$ cat src/rtl/lane_pack_pkg.sv
package lane_pack_pkg;
  typedef enum logic {
    ORDER_LANE    = 1'b0,
    ORDER_NATURAL = 1'b1
  } order_mode_e;
endpackage

$ cat src/rtl/sat_narrow.sv
module sat_narrow #(
  parameter int IN_W  = 32,
  parameter int OUT_W = 16
) (
  input  logic [IN_W-1:0]  din,
  output logic [OUT_W-1:0] dout
);
  localparam int TOP_W = IN_W - OUT_W + 1;
  localparam logic [OUT_W-1:0] POS_LIM = {1'b0, {(OUT_W-1){1'b1}}};
  localparam logic [OUT_W-1:0] NEG_LIM = {1'b1, {(OUT_W-1){1'b0}}};

  logic [TOP_W-1:0] top_bits;
  logic             fits;

  assign top_bits = din[IN_W-1:OUT_W-1];
  assign fits     = (top_bits == '0) || (top_bits == '1);

  always_comb begin
    if (fits)                dout = din[OUT_W-1:0];
    else if (din[IN_W-1])    dout = NEG_LIM;
    else                     dout = POS_LIM;
  end
endmodule

$ cat src/rtl/lane_interleave.sv
module lane_interleave #(
  parameter int OUT_W   = 16,
  parameter int ELEMS   = 8,
  parameter int LANE_IN = 4
) (
  input  logic [ELEMS*OUT_W-1:0]   a_nar,
  input  logic [ELEMS*OUT_W-1:0]   b_nar,
  output logic [2*ELEMS*OUT_W-1:0] lane_out
);
  localparam int LANES = ELEMS / LANE_IN;
  localparam int SLOTS = 2 * LANE_IN;

  for (genvar l = 0; l < LANES; l++) begin : g_lane
    for (genvar j = 0; j < LANE_IN; j++) begin : g_elem
      assign lane_out[(l*SLOTS + j)*OUT_W +: OUT_W] =
             a_nar[(l*LANE_IN + j)*OUT_W +: OUT_W];
      assign lane_out[(l*SLOTS + LANE_IN + j)*OUT_W +: OUT_W] =
             b_nar[(l*LANE_IN + j)*OUT_W +: OUT_W];
    end
  end
endmodule

$ cat src/rtl/order_restore.sv
module order_restore #(
  parameter int OUT_W   = 16,
  parameter int ELEMS   = 8,
  parameter int LANE_IN = 4
) (
  input  logic [2*ELEMS*OUT_W-1:0] lane_in,
  input  logic                     natural,
  output logic [2*ELEMS*OUT_W-1:0] vec_out
);
  localparam int SLOTS = 2 * LANE_IN;
  localparam int VW    = 2 * ELEMS * OUT_W;

  logic [VW-1:0] nat_vec;

  for (genvar k = 0; k < ELEMS; k++) begin : g_dst
    localparam int LN  = k / LANE_IN;
    localparam int POS = k % LANE_IN;
    localparam int SA  = LN*SLOTS + POS;
    localparam int SB  = LN*SLOTS + LANE_IN + POS;
    assign nat_vec[k*OUT_W +: OUT_W]         = lane_in[SA*OUT_W +: OUT_W];
    assign nat_vec[(ELEMS+k)*OUT_W +: OUT_W] = lane_in[SB*OUT_W +: OUT_W];
  end

  assign vec_out = natural ? nat_vec : lane_in;
endmodule

$ cat src/rtl/lane_pack_unit.sv
module lane_pack_unit
  import lane_pack_pkg::*;
#(
  parameter int IN_W      = 32,
  parameter int OUT_W     = 16,
  parameter int ELEMS     = 8,
  parameter int LANE_BITS = 128
) (
  input  logic                       clk,
  input  logic                       rst,
  input  logic                       in_valid,
  input  logic                       reorder_en,
  input  logic [ELEMS*IN_W-1:0]      a_vec,
  input  logic [ELEMS*IN_W-1:0]      b_vec,
  output logic [2*ELEMS*OUT_W-1:0]   out_vec,
  output logic                       out_valid
);
  localparam int LANE_IN = LANE_BITS / IN_W;
  localparam int NW      = ELEMS * OUT_W;
  localparam int VW      = 2 * NW;

  order_mode_e   mode;
  logic [NW-1:0] a_nar, b_nar;
  logic [VW-1:0] lane_vec, next_vec;

  assign mode = order_mode_e'(reorder_en);

  for (genvar i = 0; i < ELEMS; i++) begin : g_sat
    sat_narrow #(.IN_W(IN_W), .OUT_W(OUT_W)) u_sat_a (
      .din (a_vec[i*IN_W +: IN_W]),
      .dout(a_nar[i*OUT_W +: OUT_W])
    );
    sat_narrow #(.IN_W(IN_W), .OUT_W(OUT_W)) u_sat_b (
      .din (b_vec[i*IN_W +: IN_W]),
      .dout(b_nar[i*OUT_W +: OUT_W])
    );
  end

  lane_interleave #(.OUT_W(OUT_W), .ELEMS(ELEMS), .LANE_IN(LANE_IN)) u_lane (
    .a_nar   (a_nar),
    .b_nar   (b_nar),
    .lane_out(lane_vec)
  );

  order_restore #(.OUT_W(OUT_W), .ELEMS(ELEMS), .LANE_IN(LANE_IN)) u_restore (
    .lane_in(lane_vec),
    .natural(mode == ORDER_NATURAL),
    .vec_out(next_vec)
  );

  always_ff @(posedge clk) begin
    if (rst) begin
      out_vec   <= '0;
      out_valid <= 1'b0;
    end else begin
      out_valid <= in_valid;
      if (in_valid) out_vec <= next_vec;
    end
  end
endmodule

$ cat config.mk
export PLATFORM = sky130hd
export DESIGN_NAME = lane_pack_unit
export DESIGN_NICKNAME = d
export VERILOG_FILES = /design/src/rtl/lane_pack_pkg.sv /design/src/rtl/sat_narrow.sv /design/src/rtl/lane_interleave.sv /design/src/rtl/order_restore.sv /design/src/rtl/lane_pack_unit.sv
export SDC_FILE = /design/constraint.sdc
export NUM_CORES = 1
export LEC_CHECK = 0
export ABC_AREA = 1
export BUFFER_PORTS_ARGS = -buffer_cell sky130_fd_sc_hd__buf_2
export CORE_AREA = 2 2 304 306
export CTS_CLUSTER_SIZE = 12
export DETAILED_ROUTE_END_ITERATION = 10
export DIE_AREA = 0 0 306 308
export HOLD_SLACK_MARGIN = 0.08
export SLEW_MARGIN = 20
export SYNTH_ARGS = -nofsm -noshare
export SYNTH_HDL_FRONTEND = slang
export SYNTH_SLANG_ARGS = --single-unit
$ cat constraint.sdc
create_clock -name clk -period 0.9 [get_ports clk]
set_input_delay 0 -clock clk [delete_from_list [all_inputs] [get_ports clk]]
set_output_delay 0 -clock clk [all_outputs]
set_load 0.02 [all_outputs]
==> run_results.csv <==
group,metric,value,unit
finish,drive_above_1_share,45.0,%
placed_design,globalplace.congestion,0.936,
yosys,ys_ff_latch,257,
placed_design,hpwl,63300,um
drt,routedWlPerCell,18.6,um
drt,dr.first_iter.drc_count,1685,
finish,area_growth,97.3,%
floorplan,die_area,0.0942,mm^2
worst_setup_path,setup.worst_path.class,"reg -> out",
worst_setup_path,max_stage_delay,0.35,ns
drt,drc,0,
grt,grt-ovfl-total,0,
worst_setup_path,crit_arrival,1.12,ns
floorplan,dieHeight,308,um
yosys,synth.avg_cell_area,6.53,um^2
yosys,seq_area_frac_synth,35.8,%
power,powerDensity,1300,mW/mm^2
yosys,syn-num-nets,2717,
hold_path,min_path_cells,6,
sta,hold_viol,3,
floorplan,io_pins,773,
grt,track_usage,16.2,%
worst_setup_path,required,0.90,ns
finish,layout_commonest_cell,"nand2_1",
power,total_power,36.7,mW
worst_setup_path,rr_worst_depth,6,
hold_path,hp-class,"in -> reg",
worst_setup_path,r2r_setup_slack,0.03,ns
finish,final_cell_mix,"nand2_1, buf_2, nand3_1",
worst_setup_path,crit_family,"flip-flops",
status,outcome,"finished with violations",
grt,grt_pass1_vias,19389,
grt,grt_pass1_wl,117000,um
drt,top_layer,"met5",
worst_setup_path,crit_path_end_kind,"output pin",
sta,clock_skew,0,ns
drt,met3_length,7030,um
sta,setup_viol,287,
worst_setup_path,crit_cells,1,
sta,timing.final.crit_period,1.12,ns
floorplan,rows,111,
finish,nNetsFinal,3950,
clock_tree,root_buffer,"clkbuf_16",
worst_setup_path,path_max_fanout,2,
worst_setup_path,crit_buf_inv,1,
floorplan,core_area,0.0910,mm^2
drt,ant_nets,0,
status,violations,"hold timing, setup timing",
drt,routed_wirelength,86300,um
grt,antenna_found_initial,15,
sta,holdWs,-0.0330,ns
yosys,yosysWarnings,0,
sta,worst_pin_slew,0.408,ns
placed_design,io_buffers,772,
hold_path,hp-start,"a_vec[60]",
clock_tree,cts_tree,"done",
power,p_leak,13.1,nW
placed_design,dp_slack,-0.526,ns
sta,drv_slew,0,
drt,num_vias,20367,
grt,grt_start_max_net_pins,40,
worst_setup_path,r2r-start,"out_vec[238]",
drt,first_pass_iters,5,
sta,fin_ws,-0.219,ns
sta,rsz0062_at_grt,"true",
drt,dr_wl_met2,40500,um
worst_setup_path,critPathLaunchType,"register",
worst_setup_path,critPathLaunch,"out_vec[178]",
yosys,syn-cell-area,0.0144,mm^2
finish,fin_util,31.2,%
drt,via_per_inst,4.38,
power,peakVddDrop,0.00130,V
clock_tree,insertion_delay,0.59,ns
drt,met1Wirelength,33500,um
floorplan,start_util,15.8,%
sta,fmax,893,MHz
floorplan,fp.dieW,306,um
yosys,syn_inst,2201,
job,drv_cap,0,
clock_tree,numCtsBuffers,31,
yosys,ys_types,35,
worst_setup_path,cp_cell_sequence,"buf_12",
clock_tree,cts.sinks,257,
clock_tree,clk_pin_slew,0.06,ns
sta,slew_headroom,72.8,%
worst_setup_path,crit_slowest_cell,"dfxtp_2",
clock_tree,htreeDepth,1,
sta,fin_crit_sh,124,%
clock_tree,clock_path_buffers,3,
==> registers in the layout, indices dropped and copies added, names as in the netlist <==
name,flops
out_vec,256
out_valid,1
==> timing repair <==
action | CTS | global route
buffers inserted | 41 | 52
gates resized for setup | 804 | 110
pin swaps | 0 | 41
cloned | 0 | 17
hold buffers | 325 | 14
setup endpoints to repair | 257 | 480
hold endpoints to repair | 257 | 43
==> layer usage <==
layer  track usage [%]  vias to the layer above
met2              27.9                     1013
met4              8.98                        8
met3              4.29                      222
li1                  -                     9733
met1              18.0                     9391
met5                 0                        -
==> through the flow <==
stage	cells	TNS [ns]	cell area, um^2
2_1_floorplan	2201	-2.64	14600
3_3_place_gp	4189	-64.10	20900
3_5_place_dp	4189	-66.93	20900
4_1_cts	4606	-60.56	27400
5_1_grt	4645	-53.73	28300
6_report	4649	-42.68	28300
==> worst paths after layout <==
kind                  endpoint
setup / recovery  out_vec[178]
hold / removal     out_vec[27]
setup reg to reg  out_vec[238]
hold reg to reg   out_vec[165]
==> kinds of logic after synthesis <==
logic type	Yosys count	synth area share, %
compound gates	301	11.6
buf+inv	271	10.8
flops	257	35.8
simple gates	1372	41.7
==> cell usage after synthesis, drive strengths merged <==
library cell,instances,area share [%]
a21boi,9,0.47
inv,115,3.0
or2,1,0.044
nand3,452,16
o22ai,2,0.17
dfxtp,257,36
nand4,17,0.74
nor4,10,0.44
nand2,707,19
nand3b,5,0.26
nor2,171,4.7
clkinv,1,0.026
dlygate4sd1,1,0.061
o21ai,24,1.6
buf,107,5.7
o21ba,1,0.070
clkbuf,47,2.0
nor3,9,0.31
a21oi,265,9.3
==> area by class of cell <==
| cell class | instances | area (um^2) |
|---|---|---|
| tap | 1186 | 1480 |
| timing repair buffer | 1354 | 11700 |
| sequential | 257 | 5510 |
| antenna | 9 | 22.5 |
| fill | 9514 | 62600 |
| inverter | 116 | 453 |
| clock inverter | 9 | 73.8 |
| multi-input combinational | 1674 | 8200 |
| clock buffer | 44 | 895 |
==> power breakdown <==
group | internal, mW | leakage, nW | switching [mW] | total (mW)
clock | 7.10 | 0.485 | 5.33 | 12.4
sequential | 12.3 | 2.22 | 0.656 | 13.0
combinational | 5.61 | 10.4 | 5.70 | 11.3
total | 25.0 | 13.1 | 11.7 | 36.7
Note: power is estimated with default switching activity, not from simulation.
